--- src/rtl/int_alu_pkg.sv ---
package int_alu_pkg;

   localparam int OP_W = 3;

   typedef enum logic [OP_W-1:0] {
      OP_AND = 3'b000,
      OP_OR  = 3'b001,
      OP_ADD = 3'b010,
      OP_SUB = 3'b110,
      OP_SLT = 3'b111
   } alu_op_e;

   localparam int ADDER_RIPPLE    = 0;
   localparam int ADDER_LOOKAHEAD = 1;

endpackage

--- src/rtl/alu_logic_unit.sv ---
module alu_logic_unit #(
   parameter int W = 32
) (
   input  logic [W-1:0] a_i,
   input  logic [W-1:0] b_i,
   input  logic         sel_or_i,
   output logic [W-1:0] y_o
);

   for (genvar i = 0; i < W; i++) begin : g_bit
      assign y_o[i] = sel_or_i ? (a_i[i] | b_i[i]) : (a_i[i] & b_i[i]);
   end

   // the bit cell agrees with the word-level operation
   always_comb begin
      if (sel_or_i) a_r2_or_word: assert (y_o == (a_i | b_i));
      else          a_r1_and_word: assert (y_o == (a_i & b_i));
   end

endmodule

--- src/rtl/alu_adder.sv ---
module alu_adder
   import int_alu_pkg::*;
#(
   parameter int W          = 32,
   parameter int KIND       = ADDER_LOOKAHEAD,
   parameter int GROUP      = 4
) (
   input  logic [W-1:0] a_i,
   input  logic [W-1:0] b_i,
   input  logic         cin_i,
   output logic [W-1:0] sum_o,
   output logic         c_msb_in_o,
   output logic         c_out_o
);

   localparam int NGRP = (GROUP > 0) ? (W / GROUP) : 1;

   logic [W:0] c;

   if (KIND != ADDER_RIPPLE && KIND != ADDER_LOOKAHEAD) begin : g_bad_kind
      $error("alu_adder: unknown adder kind");
   end
   if (KIND == ADDER_LOOKAHEAD && (GROUP < 2 || (W % GROUP) != 0)) begin : g_bad_group
      $error("alu_adder: width must be a multiple of a group size of at least 2");
   end

   assign c[0] = cin_i;

   if (KIND == ADDER_RIPPLE) begin : g_ripple
      for (genvar i = 0; i < W; i++) begin : g_cell
         assign c[i+1] = (a_i[i] & b_i[i]) | (a_i[i] & c[i]) | (b_i[i] & c[i]);
      end
   end else begin : g_lookahead
      logic [NGRP:0] gc;
      assign gc[0] = cin_i;
      for (genvar k = 0; k < NGRP; k++) begin : g_grp
         logic [GROUP-1:0] gen, prp, lc;
         logic             grp_g, grp_p;
         assign gen = a_i[k*GROUP +: GROUP] & b_i[k*GROUP +: GROUP];
         assign prp = a_i[k*GROUP +: GROUP] | b_i[k*GROUP +: GROUP];
         always_comb begin
            grp_g = gen[0];
            grp_p = prp[0];
            for (int j = 1; j < GROUP; j++) begin
               grp_g = gen[j] | (prp[j] & grp_g);
               grp_p = grp_p & prp[j];
            end
         end
         always_comb begin
            lc[0] = gc[k];
            for (int j = 0; j < GROUP-1; j++) begin
               lc[j+1] = gen[j] | (prp[j] & lc[j]);
            end
         end
         assign gc[k+1] = grp_g | (grp_p & gc[k]);
         for (genvar j = 1; j < GROUP; j++) begin : g_inner
            assign c[k*GROUP+j] = lc[j];
         end
         assign c[(k+1)*GROUP] = gc[k+1];
      end
   end

   for (genvar i = 0; i < W; i++) begin : g_sum
      assign sum_o[i] = a_i[i] ^ b_i[i] ^ c[i];
   end

   assign c_msb_in_o = c[W-1];
   assign c_out_o    = c[W];

   // carry chain and sum match a wide behavioural addition
   always_comb begin
      a_r3_adder_sum: assert ({c_out_o, sum_o} == ({1'b0, a_i} + {1'b0, b_i} + {{W{1'b0}}, cin_i}));
   end

endmodule

--- src/rtl/alu_flag_unit.sv ---
module alu_flag_unit #(
   parameter int W = 32
) (
   input  logic [W-1:0] result_i,
   input  logic         c_msb_in_i,
   input  logic         c_out_i,
   input  logic         arith_i,
   output logic         zero_o,
   output logic         ovf_o,
   output logic         cout_o
);

   assign zero_o = ~|result_i;
   assign ovf_o  = arith_i & (c_msb_in_i ^ c_out_i);
   assign cout_o = arith_i & c_out_i;

   // a nonzero population count rules out the zero flag
   always_comb begin
      a_r7_zero_count: assert (zero_o == ($countones(result_i) == 0));
   end

endmodule

--- src/rtl/int_alu32.sv ---
module int_alu32
   import int_alu_pkg::*;
#(
   parameter int W          = 32,
   parameter int ADDER_KIND = ADDER_LOOKAHEAD,
   parameter int GROUP      = 4
) (
   input  logic [W-1:0]    a_i,
   input  logic [W-1:0]    b_i,
   input  logic [OP_W-1:0] op_i,
   output logic [W-1:0]    result_o,
   output logic            zero_o,
   output logic            ovf_o,
   output logic            cout_o
);

   localparam int MSB = W - 1;

   if (W < 2) begin : g_bad_width
      $error("int_alu32: width must be at least 2");
   end

   logic         binv;
   logic         arith;
   logic [W-1:0] b_eff;
   logic [W-1:0] logic_y;
   logic [W-1:0] sum;
   logic         c_msb_in;
   logic         c_out;

   // top opcode bit both inverts B and feeds carry into bit 0
   assign binv  = op_i[2];
   assign b_eff = b_i ^ {W{binv}};

   always_comb begin
      case (op_i)
         OP_ADD, OP_SUB, OP_SLT: arith = 1'b1;
         default:                arith = 1'b0;
      endcase
   end

   alu_logic_unit #(.W(W)) u_logic (
      .a_i      (a_i),
      .b_i      (b_i),
      .sel_or_i (op_i[0]),
      .y_o      (logic_y)
   );

   alu_adder #(.W(W), .KIND(ADDER_KIND), .GROUP(GROUP)) u_adder (
      .a_i        (a_i),
      .b_i        (b_eff),
      .cin_i      (binv),
      .sum_o      (sum),
      .c_msb_in_o (c_msb_in),
      .c_out_o    (c_out)
   );

   always_comb begin
      case (op_i)
         OP_AND, OP_OR:  result_o = logic_y;
         OP_ADD, OP_SUB: result_o = sum;
         OP_SLT:         result_o = {{(W-1){1'b0}}, sum[MSB]};
         default:        result_o = '0;
      endcase
   end

   alu_flag_unit #(.W(W)) u_flags (
      .result_i   (result_o),
      .c_msb_in_i (c_msb_in),
      .c_out_i    (c_out),
      .arith_i    (arith),
      .zero_o     (zero_o),
      .ovf_o      (ovf_o),
      .cout_o     (cout_o)
   );

   always_comb begin
      if (op_i == OP_SUB) begin
         a_r4_sub_difference: assert (result_o == (a_i - b_i));
      end
      if (op_i == OP_SLT) begin
         a_r5_slt_upper_clear: assert (result_o[MSB:1] == '0);
         a_r10_slt_raw_sign: assert (result_o[0] == ((a_i - b_i) >> MSB));
      end
      if (arith) begin
         a_r6_overflow_sign_rule: assert (ovf_o == ((a_i[MSB] == b_eff[MSB]) && (sum[MSB] != a_i[MSB])));
      end
      if (op_i == OP_AND || op_i == OP_OR) begin
         a_r8_logic_no_flags: assert (!ovf_o && !cout_o);
      end
      if (op_i == 3'b011 || op_i == 3'b100 || op_i == 3'b101) begin
         a_r9_unused_quiet: assert (result_o == '0 && zero_o && !ovf_o && !cout_o);
      end
   end

endmodule

--- config.mk ---
export PLATFORM = sky130hd
export DESIGN_NAME = int_alu32
export DESIGN_NICKNAME = d
export VERILOG_FILES = /design/src/rtl/int_alu_pkg.sv /design/src/rtl/alu_logic_unit.sv /design/src/rtl/alu_adder.sv /design/src/rtl/alu_flag_unit.sv /design/src/rtl/int_alu32.sv
export SDC_FILE = /design/constraint.sdc
export NUM_CORES = 1
export LEC_CHECK = 0
export CORE_MARGIN = 10
export CORE_UTILIZATION = 50
export DETAILED_ROUTE_END_ITERATION = 12
export PLACE_DENSITY = 0.86
export REMOVE_ABC_BUFFERS = 1
export SYNTH_ARGS = -nofsm -noshare
export SYNTH_HDL_FRONTEND = slang
export SYNTH_HIERARCHICAL = 1
export SYNTH_SLANG_ARGS = --single-unit
--- constraint.sdc ---
create_clock -name vclk -period 8.8
set_input_delay 1.76 -clock vclk [all_inputs]
set_output_delay 1.76 -clock vclk [all_outputs]
set_load 0.05 [all_outputs]
==> flow_metrics.tcl <==
set metrics [dict create \
    die_h_um 101 \
    worst_pin_slew_ns 1.07 \
    grt_max_degree 33 \
    path_class "in2out" \
    placed_cell_area_mm2 0.00430 \
    cp_slowest_cell "clkbuf_4" \
    dp.cells 534 \
    avgSynthCellArea_um2 8.97 \
    maxCapViolations 0 \
    drive_gt1_share_pct 10.9 \
    synthCells 366 \
    clkbuf_count 0 \
    p_per_area_mw_per_mm2 87.8 \
    gp_congestion 0.853 \
    clock.fmax_ghz 0.118 \
    relSlewSlack_pct 28.6 \
    grt_pass1_wl_um 14300 \
    ir_worst_vdd_v 0.0000594 \
    hold_viol 0 \
    antenna_found_initial 0 \
    grtUsageTotal_pct 16.5 \
    core_area_mm2 0.00635 \
    period_minus_slack_ns 8.46 \
    syn_to_final_growth_pct 30.9 \
    final.setup.tns_ns 0 \
    ant_nets 0 \
    grt_pass1_vias 3025 \
    rsz0062_at_grt "false" \
    final_nets 614 \
    seq_cell_count 0 \
    io_pins 102 \
    cp_data_required_time_ns 7.04 \
    report.final.setup_viol 0 \
    drv_slew 0 \
    seq_area_um2 0 \
    finalInstanceArea_mm2 0.00430 \
    hold_buffers 0 \
    io_buffers 102 \
    crit_chain "clkbuf_4, xor2_1, inv_1, ha_1, nor3_1, nand2_1, a211oi_2, nor4b_4, o31ai_2, fa_1, fa_1, inv_1, fa_1, xnor2_1, and4_2, a211o_1, nor4_1, nand4_1, nor2_1, buf_12" \
    crit_top_cell "fa_1" \
    postCtsSetupRepairBufs 0 \
    totalWireLength_um 8850 \
    vias 2812 \
    overflow 0 \
    start_util_pct 51.7 \
    crit_fanout 30 \
    die_area_mm2 0.0102 \
    power.total_mw 0.377 \
    critPathCaptureType "primary output" \
    vias_per_cell 5.27 \
    period_share_pct 96.2 \
    crit_path_max_incr_delay_ns 0.45 \
    status "completed" \
    start_kind "primary input" \
    yosys_warnings 6 \
    synthDistinctLibCells 50 \
    post_drt_wl_per_cell_um 16.6 \
    diodes 0 \
    p_leak_nw 2.06 \
    syn_area_mm2 0.00328 \
    crit_family "simple AND/OR/NAND/NOR gates" \
    rows 29 \
    min_path_type "in2out" \
    hpwlAfterDp_um 7510 \
    cp.buffers_inverters 4 \
    drtIter0Drc 83 \
    finalNonFillerCells 534 \
    drc 0 \
    die_w_um 101 \
    crit_arrival_ns 6.70 \
    dr.pass1.iters 4 \
    yosysSeqAreaShare_pct 0 \
]
## layout make-up
| class | instances | area, µm² |
|---|---|---|
| Tap cell | 77 | 96.3 |
| Inverter | 83 | 312 |
| Timing Repair Buffer | 105 | 1050 |
| Multi-Input combinational cell | 269 | 2840 |
| Fill cell | 542 | 2050 |
## per-stage QoR
step / setup slack, ns / hold slack [ns] / utilization, %
5_1_grt: 0.0186 / 4.75 / 67.7
3_3_place_gp: 0.147 / 4.71 / 67.7
4_1_cts: 0.135 / 4.71 / 67.7
3_5_place_dp: 0.148 / 4.70 / 67.7
6_report: 0.336 / 4.71 / 67.7
2_1_floorplan: 1.02 / 3.88 / -
## cell usage in the layout (no fill, tap or decap), types with 2 or more instances in the layout
master,n
clkdlybuf4s50_1,100
inv_1,83
ha_1,64
xor2_1,40
a22o_1,30
maj3_2,30
fa_1,24
nor4_1,10
nor2_1,9
a21oi_1,8
nand2b_1,4
nand2_1,4
buf_4,3
nor3_1,3
nor2b_4,2
nor2b_1,2
nor4_2,2
a31oi_1,2
or4_1,2
o21ai_0,2
nand4_1,2
and2_1,2
maj3_1,2
## cell usage after synthesis (3+ instances only)
cell      number  area, µm²
buf_2          4       20.0
inv_1         83        312
a22o_1        30        263
nand2_1        4       15.0
a21oi_1        8       40.0
nor3_1         3       15.0
nor2_1         9       33.8
nor4_1        10       62.6
buf_4          3       22.5
xor2_1        40        350
fa_1          24        480
buf_6          4       45.0
maj3_2        30        338
nand2b_1       4       25.0
buf_8          3       45.0
ha_1          64        801
## kinds of logic after synthesis
logic type               Yosys count  share of synthesized area, %
adder cells (fa/ha/maj)          120                          49.9
buffers and inverters             97                          13.5
AO/OA/AOI/OAI                     57                          14.6
XOR/XNOR                          41                          10.9
AND/OR/NAND/NOR                   51                          11.1
## metal layers
layer  global-route usage [%]  vias to the layer above  share of wire (%)  routed length, µm
met2                     30.9                       71                 51               4540
met3                     2.67                        4                5.4                478
met5                        0                        -                  0                  0
li1                         -                     1381                  -                  -
met1                     19.9                     1356                 43               3790
met4                    0.857                        0               0.35                 31
## path summary, 6_finish.rpt
check	start	to	depth (start not counted)	slack (ns)
worst max-delay path	op_i[2]	zero_o	20	0.34
worst min-delay path	b_i[19]	zero_o	7	4.71
## power by group
group	total (mW)	internal (mW)	switching (mW)
Combinational	0.377	0.158	0.220
Clock	0	0	0
Sequential	0	0	0
## timing repair
item	4_1_cts	5_1_grt
setup endpoints to repair	0	1
endpoints found under the hold margin	0	0
resized for setup	0	1
(Power assumes the default switching activity.)
